[src/rtl/bus_seq_pkg.sv]
package bus_seq_pkg;
   typedef enum logic [2:0] {
      S_IDLE = 3'd0,
      S_ALE  = 3'd1,
      S_DLY  = 3'd2,
      S_CMD  = 3'd3,
      S_TRI  = 3'd4,
      S_TURN = 3'd5
   } bus_st_e;
endpackage

[src/rtl/bus_rdy_front.sv]
module bus_rdy_front #(
   parameter int STAGES = 2
) (
   input  logic clk,
   input  logic rst_n,
   input  logic async_sel,
   input  logic rdy_n_in,
   output logic rdy_n_out
);
   logic [STAGES-1:0] sq;

   generate
      if (STAGES < 2) begin : g_bad_stages
         $error("bus_rdy_front: STAGES must be at least 2");
      end
      for (genvar g = 0; g < STAGES; g++) begin : g_stage
         if (g == 0) begin : g_first
            always_ff @(posedge clk or negedge rst_n) begin
               if (!rst_n) sq[0] <= 1'b1;
               else        sq[0] <= rdy_n_in;
            end
         end else begin : g_next
            always_ff @(posedge clk or negedge rst_n) begin
               if (!rst_n) sq[g] <= 1'b1;
               else        sq[g] <= sq[g-1];
            end
         end
      end
   endgenerate

   assign rdy_n_out = async_sel ? sq[STAGES-1] : rdy_n_in;

   logic [1:0] warm;
   always_ff @(posedge clk or negedge rst_n) begin
      if (!rst_n)           warm <= 2'd0;
      else if (warm != 2'd3) warm <= warm + 2'd1;
   end

   generate
      if (STAGES == 2) begin : g_lag_chk
         p_sync_lag_r6: assert property (@(posedge clk) disable iff (!rst_n)
            (async_sel && warm >= 2'd2) |-> (rdy_n_out == $past(rdy_n_in, 2)));
      end
   endgenerate
   p_sync_direct_r6: assert property (@(posedge clk) disable iff (!rst_n)
      !async_sel |-> (rdy_n_out == rdy_n_in));
endmodule

[src/rtl/bus_wait_ctr.sv]
module bus_wait_ctr #(
   parameter int W = 4
) (
   input  logic         clk,
   input  logic         rst_n,
   input  logic         load,
   input  logic [W-1:0] load_val,
   input  logic         dec,
   output logic         zero
);
   logic [W-1:0] cnt;

   generate
      if (W < 1) begin : g_bad_w
         $error("bus_wait_ctr: W must be at least 1");
      end
   endgenerate

   always_ff @(posedge clk or negedge rst_n) begin
      if (!rst_n)              cnt <= '0;
      else if (load)           cnt <= load_val;
      else if (dec && cnt != '0) cnt <= cnt - 1'b1;
   end

   assign zero = (cnt == '0);

   p_load_zero_r4: assert property (@(posedge clk) disable iff (!rst_n)
      load |=> (zero == ($past(load_val) == '0)));
   p_hold_zero_r4: assert property (@(posedge clk) disable iff (!rst_n)
      (zero && !load) |=> zero);
endmodule

[src/rtl/ext_bus_cycle_ctl.sv]
module ext_bus_cycle_ctl
   import bus_seq_pkg::*;
#(
   parameter int WAIT_W      = 4,
   parameter int SYNC_STAGES = 2
) (
   input  logic              clk,
   input  logic              rst_n,
   input  logic              req_valid,
   input  logic              req_write,
   input  logic [WAIT_W-1:0] cfg_wait,
   input  logic              cfg_cmd_delay,
   input  logic              cfg_async_rdy,
   input  logic              cfg_mux,
   input  logic              cfg_turn,
   input  logic              rdy_n,
   output logic              ale,
   output logic              rd_n,
   output logic              wr_n,
   output logic              busy,
   output logic              done
);
   bus_st_e st, st_nx;
   logic    wr_q, dly_q, mux_q, turn_q;
   logic    rdy_n_eff, rdy_ok, cnt_zero, cmd_act, accept, done_q;

   bus_rdy_front #(.STAGES(SYNC_STAGES)) u_front (
      .clk       (clk),
      .rst_n     (rst_n),
      .async_sel (cfg_async_rdy),
      .rdy_n_in  (rdy_n),
      .rdy_n_out (rdy_n_eff)
   );

   assign accept  = (st == S_IDLE) && req_valid;
   assign cmd_act = (st == S_CMD);
   assign rdy_ok  = !rdy_n_eff;

   bus_wait_ctr #(.W(WAIT_W)) u_wait (
      .clk      (clk),
      .rst_n    (rst_n),
      .load     (accept),
      .load_val (cfg_wait),
      .dec      (cmd_act && !cnt_zero),
      .zero     (cnt_zero)
   );

   always_comb begin
      st_nx = st;
      unique case (st)
         S_IDLE: if (req_valid) st_nx = S_ALE;
         S_ALE:  st_nx = dly_q ? S_DLY : S_CMD;
         S_DLY:  st_nx = S_CMD;
         S_CMD: begin
            if (cnt_zero && rdy_ok) begin
               if (mux_q)       st_nx = S_TRI;
               else if (turn_q) st_nx = S_TURN;
               else             st_nx = S_IDLE;
            end
         end
         S_TRI:  st_nx = turn_q ? S_TURN : S_IDLE;
         S_TURN: st_nx = S_IDLE;
         default: st_nx = S_IDLE;
      endcase
   end

   always_ff @(posedge clk or negedge rst_n) begin
      if (!rst_n) begin
         st     <= S_IDLE;
         done_q <= 1'b0;
         wr_q   <= 1'b0;
         dly_q  <= 1'b0;
         mux_q  <= 1'b0;
         turn_q <= 1'b0;
      end else begin
         st     <= st_nx;
         done_q <= (st != S_IDLE) && (st_nx == S_IDLE);
         if (accept) begin
            wr_q   <= req_write;
            dly_q  <= cfg_cmd_delay;
            mux_q  <= cfg_mux;
            turn_q <= cfg_turn;
         end
      end
   end

   assign ale  = (st == S_ALE);
   assign rd_n = !(cmd_act && !wr_q);
   assign wr_n = !(cmd_act && wr_q);
   assign busy = (st != S_IDLE);
   assign done = done_q;

   p_ale_single_r2: assert property (@(posedge clk) disable iff (!rst_n)
      ale |=> !ale);
   p_ale_strobes_r2: assert property (@(posedge clk) disable iff (!rst_n)
      ale |-> (rd_n && wr_n));
   p_cmd_hold_r5: assert property (@(posedge clk) disable iff (!rst_n)
      (cmd_act && !(cnt_zero && rdy_ok)) |=> cmd_act);
   p_gap_zero_r8: assert property (@(posedge clk) disable iff (!rst_n)
      ($fell(cmd_act) && !mux_q && !turn_q) |-> done);
   p_gap_some_r8: assert property (@(posedge clk) disable iff (!rst_n)
      ($fell(cmd_act) && (mux_q || turn_q)) |-> (!done && busy));
   p_done_pulse_r9: assert property (@(posedge clk) disable iff (!rst_n)
      done |=> !done);
   p_done_idle_r9: assert property (@(posedge clk) disable iff (!rst_n)
      done |-> !busy);
   p_one_strobe_r10: assert property (@(posedge clk) disable iff (!rst_n)
      busy |=> (rd_n || wr_n));
endmodule

[config.mk]
export PLATFORM = sky130hd
export DESIGN_NAME = ext_bus_cycle_ctl
export DESIGN_NICKNAME = d
export VERILOG_FILES = /design/src/rtl/bus_seq_pkg.sv /design/src/rtl/bus_rdy_front.sv /design/src/rtl/bus_wait_ctr.sv /design/src/rtl/ext_bus_cycle_ctl.sv
export SDC_FILE = /design/constraint.sdc
export NUM_CORES = 1
export LEC_CHECK = 0
export CORE_UTILIZATION = 40
export CTS_CLUSTER_SIZE = 30
export DETAILED_ROUTE_END_ITERATION = 8
export MAX_ROUTING_LAYER = met4
export PLACE_DENSITY = 0.7
export SLEW_MARGIN = 20
export SYNTH_ARGS = -nofsm -noshare
export SYNTH_HDL_FRONTEND = slang
export SYNTH_HIERARCHICAL = 1
export SYNTH_SLANG_ARGS = --single-unit
[constraint.sdc]
create_clock -name clk -period 2 [get_ports clk]
set_clock_uncertainty 0.05 [all_clocks]
set_input_delay 0.4 -clock clk [delete_from_list [all_inputs] [get_ports clk]]
set_output_delay 0.4 -clock clk [all_outputs]
set_load 0.005 [all_outputs]
==> reports/results.txt, run 1 <==
Post-Synthesis Cells -> 70
Die Span Y -> 45.4 um
Post-synthesis sequential area ratio -> 0.469
Detail Placement HPWL -> 1.08 mm
Mapped Avg Cell Area -> 10.7 sq um
Worst r2r src -> st[2]$_DFF_PN0_
Hold WS -> 313 ps
CP startpoint -> st[2]$_DFF_PN0_
Die ar. -> 2060 sq um
Fin nets -> 118
Inserted Diodes -> 0
Die W -> 45.4 um
Synthesized Nets -> 84
Max-cap violations -> 0
Antenna Nets Post-Route -> 0
Hold Startpoint -> u_front/sq[0]$_DFF_PN1_
Hold WC Path Type -> reg -> reg
Setup Viol. Count Final -> 0
#FFs+latches synth -> 14
CTS tree -> done
Crit path largest cell delay -> 470 ps
Hold Path Stages -> 0
Synth cell types -> 31
Via Count -> 618
CP cell instances -> or3_2 > dlygate4sd2_1
Most common cell after layout, fill and taps aside -> buf_4
Synth warnings -> 6
Mean routed wirelength per cell -> 11.6 um
First DRT Iteration DRCs -> 10
Setup TNS -> 0 ps
Max Slew Vio Count -> 0
Most frequent cells in the layout -> 15 x buf_4, 14 x clkdlybuf4s50_1, 9 x dfrtp_1, 8 x nand2_1, 6 x inv_1
Crit Path Max Fanout -> 5
Vias in the first global route -> 516
P_leak -> 0.490 nW
CORE AREA -> 1750 sq um
CTS Hold Bufs -> 0
Status -> complete, no violations
Layout cells sized above 1 -> 0.340
First-pass GRT wire length -> 2.22 mm
H-tree Lvls -> 1
Clock transition at path regs -> 90 ps
Fin crit period -> 1900 ps
IO Count -> 18
RSZ-0062 raised after global routing -> no
R2R depth -> 5
Number of synthesized flops with an enable pin -> 0
DRT Pass-1 Iters -> 4
CP Data Arrival Time -> 1450 ps
Top_reg_cell synth -> dfrtp_1
CP Data Required Time -> 1550 ps
GRT Total Usage -> 0.163
Mapped cell area -> 752 sq um
Clk buf depth -> 2
TritonCTS buffer count -> 3
Worst-skew pair later-pin latency -> 280 ps
Fmax -> 527 MHz
Worst slew pin tran -> 488 ps
Buffers on Ports -> 17
Asr flop ratio synth -> 1.00
Final Hold Viols -> 0
Gpl congestion -> 0.744
Vias per inst -> 4.83
Slew headroom -> 0.673
Main area contributors after synthesis -> dfrtp_1 40%, dfstp_2 7.0%, mux2_4 6.0%
Synth top area share -> 0.399
Row Count -> 15
Area growth, synth to finish -> 44.6%
Residual DRC count -> 0
Sink Count -> 14
Final wirelength -> 1.49 mm
Grt ovf -> 0
Slowest-stage cell, CP -> or3_2
Pin count of the biggest net entering global routing -> 9
Max VDD drop -> 0.658 mV
Initial core utilization -> 0.431
Synth area leader -> dfrtp_1
Critical path class -> reg -> out
CP Launch Type -> flop
Initial antenna violation count -> 0
CP endpoint kind -> output port
Power Dens Cells -> 1310 nW/um^2
Period utilisation layout -> 0.949
Clock root cell -> clkbuf_4
what timing repair did:
action / in CTS / in global routing
endpoints found under the setup margin: 3 / 4
pin swaps: 0 / 1
setup buffers: 3 / 2
resized for setup: 6 / 2
layer usage:
layer / global-route usage / vias up / share of wire
li1: - / 314 / -
met1: 0.223 / 288 / 0.50
met2: 0.229 / 14 / 0.45
met3: 0.0240 / 2 / 0.036
met4: 0.0909 / 0 / 0.0080
met5: - / - / 0
metrics by stage:
stage / area (sq um) / instances / power [W] / util / setup slack (ps)
after global routing: 1090 / 128 / 0.00153 / 0.623 / 21.9
final: 1090 / 128 / 0.00142 / 0.623 / 102
after floorplan: 752 / 70 / 0.000910 / - / 115
after detailed placement: 1000 / 119 / 0.00116 / 0.574 / 8.48
after CTS: 1060 / 126 / 0.00139 / 0.610 / 0.270
after global placement: 1000 / 119 / 0.00114 / 0.574 / 56.9
cells in the mapped netlist, types with 2 or more instances:
cell type	number
mux2_4	3
o31ai_1	2
nor2_1	3
nand2_1	9
a21oi_1	3
dfrtp_1	12
inv_1	6
buf_6	2
o21ai_0	3
dfstp_2	2
nor3_1	4
nor3b_1	2
kinds of logic (layout without fill, tap and decap cells):
group / Yosys count / in the layout / synth area share
and+or+nand+nor: 28 / 28 / 0.245
AOI/OAI and AO/OA: 14 / 14 / 0.130
DFF: 14 / 14 / 0.469
buffers and inverters: 9 / 42 / 0.0649
muxes: 4 / 4 / 0.0749
adders and majority gates: 1 / 1 / 0.0166
worst paths after layout:
path                                              to  slack, ps
min                          u_front/sq[1]$_DFF_PN1_        310
max reg2reg                       turn_q$_DFFE_PN0P_        110
max                                             busy        100
max in group asynchronous            st[0]$_DFF_PN0_       1090
min in group asynchronous  u_wait/cnt[2]$_DFFE_PN0P_        350
min reg2reg                  u_front/sq[1]$_DFF_PN1_        310
flip-flops by register name (all words and copies together) (netlist names):
register and cells:
u_wait/cnt 4, st 3, u_front/sq 2, dly_q 1, done 1, mux_q 1
turn_q 1, wr_q 1
worst max-delay path, delay by kind of cell (launching register included):
| kind | cells | cell delay [ps] |
|---|---|---|
| and+or+nand+nor | 1 | 470 |
| buffers and inverters | 1 | 270 |
| DFF | 1 | 440 |
final cells by class:
type / count / area, sq um
fill: 148 / 658
multi-input combinational: 47 / 358
sequential: 14 / 357
timing repair buffer: 32 / 283
inverter: 6 / 22.5
tap: 25 / 31.3
clock buffer: 4 / 36.3
report_power, final:
group | internal (W) | switching [W] | leakage (nW)
Clock | 0.000111 | 0.0000948 | 0.0210
Combinational | 0.000429 | 0.000299 | 0.307
Sequential | 0.000397 | 0.0000911 | 0.163
No activity file was read; power rests on OpenSTA's default activity.
==> inputs of run 2 (changes only) <==
--- a/config.mk
+++ b/config.mk
@@ -5,8 +5,8 @@
 export SDC_FILE = /design/constraint.sdc
 export NUM_CORES = 1
 export LEC_CHECK = 0
+export CAP_MARGIN = 0
 export CORE_UTILIZATION = 40
-export CTS_CLUSTER_SIZE = 30
 export DETAILED_ROUTE_END_ITERATION = 8
 export MAX_ROUTING_LAYER = met4
 export PLACE_DENSITY = 0.7
==> constraint.sdc (replaced) <==
create_clock -name clk -period 1.7 [get_ports clk]
set_clock_uncertainty 0.05 [all_clocks]
set_input_delay 0.34 -clock clk [delete_from_list [all_inputs] [get_ports clk]]
set_output_delay 0.34 -clock clk [all_outputs]
set_load 0.005 [all_outputs]
==> run 2 against run 1 <==
Net effect:
- the flow now finishes with violations (negative setup slack)
- global-route usage increased by 3.4 points
- combinational power increased by 48%
- setup slack got worse by 110 ps
- highest routed layer unchanged
- critical path type unchanged
- final cell count increased by 5.5%
- die area unchanged
- utilization increased by 4.6 points
- non-clock buffer count increased by 7
- wire length increased by 14%
- critical path depth unchanged
- sequential share of layout area decreased by 2.6 points
==> reports/results.txt, run 2 (same netlist as run 1, synthesis figures left out) <==
IO Count -> 18 (unchanged)
Die ar. -> 2060 sq um (unchanged)
Crit Path Max Fanout -> 4 (-1)
Clock root cell -> clkbuf_4
Max Slew Vio Count -> 0 (unchanged)
Power Dens Cells -> 1630 nW/um^2 (+24%)
Biggest regs -> u_wait/cnt: 4 flops, st: 3 flops, u_front/sq: 2 flops
Max-cap violations -> 0 (unchanged)
Antenna Nets Post-Route -> 0 (unchanged)
Layout cells sized above 1 -> 0.427 (+0.0875)
Fin crit period -> 1700 ps
Fin nets -> 125 (+5.9%)
P_leak -> 0.532 nW (+8.5%)
CP Launch Type -> flop
Pin count of the biggest net entering global routing -> 15 (+6)
First-pass GRT wire length -> 2.73 mm (+23%)
Via Count -> 656 (+6.1%)
Critical path class -> reg -> out
Hold Startpoint -> u_front/sq[0]$_DFF_PN1_
CTS tree -> done
Most common cell after layout, fill and taps aside -> buf_4
First DRT Iteration DRCs -> 1 (-9)
Gpl congestion -> 0.847 (+14%)
Crit path buffers/inverters -> 1 (unchanged)
Initial antenna violation count -> 0 (unchanged)
Final worst slack -> -4.98 ps (-107 ps)
Most frequent cells in the layout -> 21 x buf_4, 13 x clkdlybuf4s50_1, 12 x dfrtp_1, 8 x nand2_1, 5 x inv_1
Area growth, synth to finish -> 55.2%
H-tree Lvls -> 1 (unchanged)
Worst-skew pair later-pin latency -> 280 ps (about the same)
Status -> finished, violations left
Period utilisation layout -> 1.00
Worst slew pin tran -> 262 ps (-226 ps)
Die W -> 45.4 um (unchanged)
Clk buf depth -> 2 (unchanged)
Failing checks -> negative setup slack
Slowest-stage cell, CP -> or3_2
CP Data Required Time -> 1310 ps (-240 ps)
TritonCTS buffer count -> 3 (unchanged)
CP startpoint -> st[2]$_DFF_PN0_
Storage cell area -> 353 sq um (-1.1%)
Max reg flops -> 4 (unchanged)
Hold WC Path Type -> reg -> reg
Slew headroom -> 0.825 (+0.151)
Fmax -> 587 MHz
Detail Placement HPWL -> 1.16 mm (+7.9%)
Final Hold Viols -> 0 (unchanged)
Final wirelength -> 1.70 mm (+14%)
Setup TNS -> -4.98 ps (-4.98 ps)
CP cell instances -> or3_2 > clkbuf_2
Reg with most FFs -> u_wait/cnt
Die Span Y -> 45.4 um (unchanged)
CTS Hold Bufs -> 0 (unchanged)
Family with the most delay on the worst path -> simple AND/OR/NAND/NOR gates
CP endpoint kind -> output port
DRT Pass-1 Iters -> 2 (-2)
Vias in the first global route -> 629 (+22%)
Crit path largest cell delay -> 490 ps (+20 ps)
Placed Area -> 1040 sq um (+3.6%)
Buffers on Ports -> 17 (unchanged)
Multi-input gate area -> 395 sq um (+10%)
Final instance area -> 1170 sq um (+7.4%)
Sink Count -> 14 (unchanged)
RSZ-0062 raised after global routing -> yes
Fill cell count -> 153 (+3.4%)
Vias per inst -> 4.86 (+0.64%)
GRT Total Usage -> 0.197 (+0.0336)
Mean routed wirelength per cell -> 12.6 um (+8.2%)
Worst r2r src -> st[2]$_DFF_PN0_
Grt ovf -> 0 (unchanged)
CP Data Arrival Time -> 1310 ps (-140 ps)
Inserted Diodes -> 0 (unchanged)
Residual DRC count -> 0 (unchanged)
Max VDD drop -> 0.833 mV (+27%)
Initial core utilization -> 0.431 (unchanged)
CORE AREA -> 1750 sq um (unchanged)
Clock transition at path regs -> 80 ps (about the same)
Setup Viol. Count Final -> 1 (+1)
Row Count -> 15 (unchanged)
run 2: area by class of cell:
type	count	share of cell area
Clock buffer	4	0.0311
Inverter	6	0.0193
Multi-Input combinational cell	47	0.339
Sequential cell	14	0.302
Tap cell	25	0.0268
Timing Repair Buffer	39	0.282
run 2: final timing paths:
path	to	slack (ps)	cells past startpoint
max in group asynchronous	u_front/sq[0]$_DFF_PN1_	1050	2
hold reg to reg	u_front/sq[1]$_DFF_PN1_	310	0
min in group asynchronous	u_wait/cnt[1]$_DFFE_PN0P_	320	2
setup reg to reg	u_wait/cnt[3]$_DFFE_PN0P_	30	6
hold / removal	u_front/sq[1]$_DFF_PN1_	310	0
setup / recovery	busy	-5	2
run 2: metal layers:
| layer | vias up | global-route usage | wire [um] |
|---|---|---|---|
| met2 | 9 | 0.330 | 903 |
| met5 | - | - | 0 |
| met1 | 314 | 0.241 | 740 |
| met4 | 0 | 0.0727 | 6 |
| li1 | 331 | - | - |
| met3 | 2 | 0.0240 | 50 |
run 2: worst reg2reg max path, cell delays in order, from the launching register on:
cell and delay, ps:
dfrtp_1 430, buf_4 160, buf_4 130, nor3_4 210
nor4b_4 250, nor3b_1 80, a221o_1 260
run 2: where the power goes:
group | switching [W] | total [W] | internal [W]
registers | 0.000116 | 0.000578 | 0.000462
clock network | 0.000108 | 0.000238 | 0.000130
logic | 0.000435 | 0.00108 | 0.000646
run 2: through the flow:
| stage | worst slack (ps) | hold slack, ps | total power (W) | cells | utilization |
|---|---|---|---|---|---|
| floorplan | -7.16 | -5.59 | 0.00110 | 70 | - |
| global placement | -141 | 296 | 0.00142 | 122 | 0.595 |
| detailed placement | -216 | 301 | 0.00144 | 122 | 0.595 |
| CTS | -105 | 310 | 0.00179 | 132 | 0.652 |
| global route | -116 | 308 | 0.00205 | 135 | 0.669 |
| finish | -4.98 | 308 | 0.00190 | 135 | 0.669 |
run 2: what timing repair did:
action,4_1_cts,5_1_grt
setup endpoints to repair,8,8
pin swaps,4,5
setup buffers,6,3
resized for setup,15,4
==> inputs of run 3 (changes only) <==
--- a/config.mk
+++ b/config.mk
@@ -6,10 +6,11 @@
 export NUM_CORES = 1
 export LEC_CHECK = 0
 export CAP_MARGIN = 0
-export CORE_UTILIZATION = 40
+export CORE_UTILIZATION = 47
 export DETAILED_ROUTE_END_ITERATION = 8
 export MAX_ROUTING_LAYER = met4
-export PLACE_DENSITY = 0.7
+export PLACE_DENSITY = 0.77
+export SETUP_SLACK_MARGIN = 0.1
 export SLEW_MARGIN = 20
 export SYNTH_ARGS = -nofsm -noshare
 export SYNTH_HDL_FRONTEND = slang
==> constraint.sdc (replaced) <==
create_clock -name clk -period 1.95 [get_ports clk]
set_clock_uncertainty 0.05 [all_clocks]
set_input_delay 0.39 -clock clk [delete_from_list [all_inputs] [get_ports clk]]
set_output_delay 0.39 -clock clk [all_outputs]
set_load 0.005 [all_outputs]
==> run 3 against run 2 <==
Net effect:
- global-route usage is 0.52 points lower
- setup slack better by 130 ps
- the run now ends clean
- final cell count fell by 12%
- critical path depth grew 7
- register-to-register slack better by 90 ps
- wire length down 1.8%
- sequential power fell by 13%
- highest routed layer unchanged
==> reports/results.txt, run 3 (same netlist as run 1, synthesis figures left out) <==
P_leak -> 0.494 nW (-7.1%)
Most frequent cells in the layout -> 15 x buf_4, 13 x clkdlybuf4s50_1, 11 x dfrtp_1, 8 x nand2_1, 5 x inv_1
Fmax -> 547 MHz
Sink Count -> 14 (unchanged)
Initial core utilization -> 0.499 (+0.0683)
CTS Hold Bufs -> 0 (unchanged)
Final worst slack -> 122 ps (+127 ps)
Clock transition at path regs -> 90 ps (about the same)
Antenna Nets Post-Route -> 0 (unchanged)
Final instance area -> 1090 sq um (-6.4%)
Residual DRC count -> 0 (unchanged)
CORE AREA -> 1510 sq um (-14%)
CP Data Required Time -> 2100 ps (+790 ps)
Slew headroom -> 0.566 (-0.258)
Row Count -> 14 (-1)
Clock network power share -> 0.132 (+0.006)
Slowest-stage cell, CP -> dfrtp_1
Initial antenna violation count -> 0 (unchanged)
Period utilisation layout -> 0.937
Layout cells sized above 1 -> 0.388 (-0.0389)
Die Span Y -> 42 um (-7.4%)
Reg with most FFs -> u_wait/cnt
Vias in the first global route -> 601 (-4.5%)
Buffers on Ports -> 17 (unchanged)
Worst slew pin tran -> 648 ps (+386 ps)
Final wirelength -> 1.67 mm (-1.8%)
CP Data Arrival Time -> 1980 ps (+670 ps)
Power Dens Cells -> 1450 nW/um^2 (-11%)
Die W -> 42 um (-7.4%)
CTS tree -> done
First DRT Iteration DRCs -> 15 (+14)
RSZ-0062 raised after global routing -> no
Sw Pwr -> 0.000562 W (-15%)
Pint -> 0.00102 W (-17%)
Setup Viol. Count Final -> 0 (-1)
Biggest regs -> u_wait/cnt: 4 flops, st: 3 flops, u_front/sq: 2 flops
H-tree Lvls -> 1 (unchanged)
TritonCTS buffer count -> 3 (unchanged)
Storage cell area -> 354 sq um (+0.35%)
Gpl congestion -> 0.766 (-9.6%)
Multi-input gate area -> 389 sq um (-1.6%)
Status -> complete, no violations
Critical path class -> reg -> reg
Max VDD drop -> 0.715 mV (-14%)
Family with the most delay on the worst path -> simple AND/OR/NAND/NOR gates
CP Launch Type -> flop
Crit Path Max Fanout -> 3 (-1)
Max reg flops -> 4 (unchanged)
Inserted Diodes -> 0 (unchanged)
Clk buf depth -> 2 (unchanged)
CP cell instances -> inv_1 > ha_2 > nor3b_4 > nor3_2 > buf_4 > buf_4 > and4b_1 > a21oi_1 > o21ai_0
Max Slew Vio Count -> 0 (unchanged)
Grt ovf -> 0 (unchanged)
Place WS -> -14.8 ps (+201 ps)
Worst-skew pair later-pin latency -> 280 ps (about the same)
IO Count -> 18 (unchanged)
Fin nets -> 118 (-5.6%)
Fill cell count -> 109 (-29%)
Pin count of the biggest net entering global routing -> 15 (unchanged)
GRT Total Usage -> 0.192 (-0.00520)
Clock root cell -> clkbuf_4
Net Sw Frac -> 0.354 (+0.00713)
CP endpoint kind -> flop
Most common cell after layout, fill and taps aside -> buf_4
Die ar. -> 1760 sq um (-14%)
Hold WC Path Type -> reg -> reg
Fin crit period -> 1830 ps
Combinational power share -> 0.550 (-0.020)
Crit-path most repeated cell -> buf_4
Final Hold Viols -> 0 (unchanged)
Crit path buffers/inverters -> 3 (+2)
Vias per inst -> 5.43 (+12%)
Area growth, synth to finish -> 45.3%
Mean routed wirelength per cell -> 14.0 um (+11%)
Placed Area -> 981 sq um (-5.5%)
Max-cap violations -> 0 (unchanged)
Share of power burned in registers -> 0.318 (+0.013)
DRT Pass-1 Iters -> 4 (+2)
Via Count -> 646 (-1.5%)
First-pass GRT wire length -> 2.52 mm (-7.8%)
Crit path largest cell delay -> 360 ps (-130 ps)
-- run 3: cell type report --
class,count,area share
Multi-Input combinational cell,47,0.356
Sequential cell,14,0.324
Clock buffer,4,0.0332
Inverter,6,0.0206
Timing Repair Buffer,32,0.247
Tap cell,16,0.0183
-- run 3: worst paths after layout --
check,start,end,slack (ps),depth (start not counted)
max reg2reg,u_wait/cnt[0]$_DFFE_PN0P_,u_wait/cnt[2]$_DFFE_PN0P_,120,9
max in group asynchronous,rst_n,st[0]$_DFF_PN0_,940,1
min,u_front/sq[0]$_DFF_PN1_,u_front/sq[1]$_DFF_PN1_,320,0
min in group asynchronous,rst_n,u_wait/cnt[2]$_DFFE_PN0P_,450,1
min reg2reg,u_front/sq[0]$_DFF_PN1_,u_front/sq[1]$_DFF_PN1_,320,0
max,u_wait/cnt[0]$_DFFE_PN0P_,u_wait/cnt[2]$_DFFE_PN0P_,120,9
-- run 3: timing repair --
action / CTS / global route
resized for setup: 8 / 9
setup endpoints to repair: 5 / 7
buffers inserted: 4 / 3
pin swaps: 1 / 4
cloned: 0 / 0
-- run 3: per-layer routing --
layer | vias to the layer above | part of all wire | global-route usage
met1 | 311 | 0.48 | 0.261
li1 | 317 | - | -
met5 | - | 0 | -
met2 | 16 | 0.47 | 0.300
met4 | 0 | 0.0084 | 0.0581
met3 | 2 | 0.032 | 0.0259
-- run 3: power groups by stage --
| stage | Combinational [W] | Clock [W] | Sequential (W) |
|---|---|---|---|
| global route | 0.000951 | 0.000228 | 0.000512 |
| CTS | 0.000732 | 0.000217 | 0.000496 |
| finish | 0.000872 | 0.000210 | 0.000504 |
| global placement | 0.000684 | 0 | 0.000500 |
| floorplan | 0.000458 | 0 | 0.000484 |
| detailed placement | 0.000695 | 0 | 0.000508 |
-- run 3: stage by stage --
stage / hold slack, ps / utilization / TNS (ps) / cells / total power, W
final: 318 / 0.725 / 0 / 119 / 0.00159
after global routing: 324 / 0.725 / 0 / 119 / 0.00169
after CTS: 320 / 0.699 / 0 / 116 / 0.00144
after detailed placement: 298 / 0.651 / -35.9 / 108 / 0.00120
after global placement: 300 / 0.651 / 0 / 108 / 0.00118
after floorplan: 44.4 / - / 0 / 70 / 0.000942
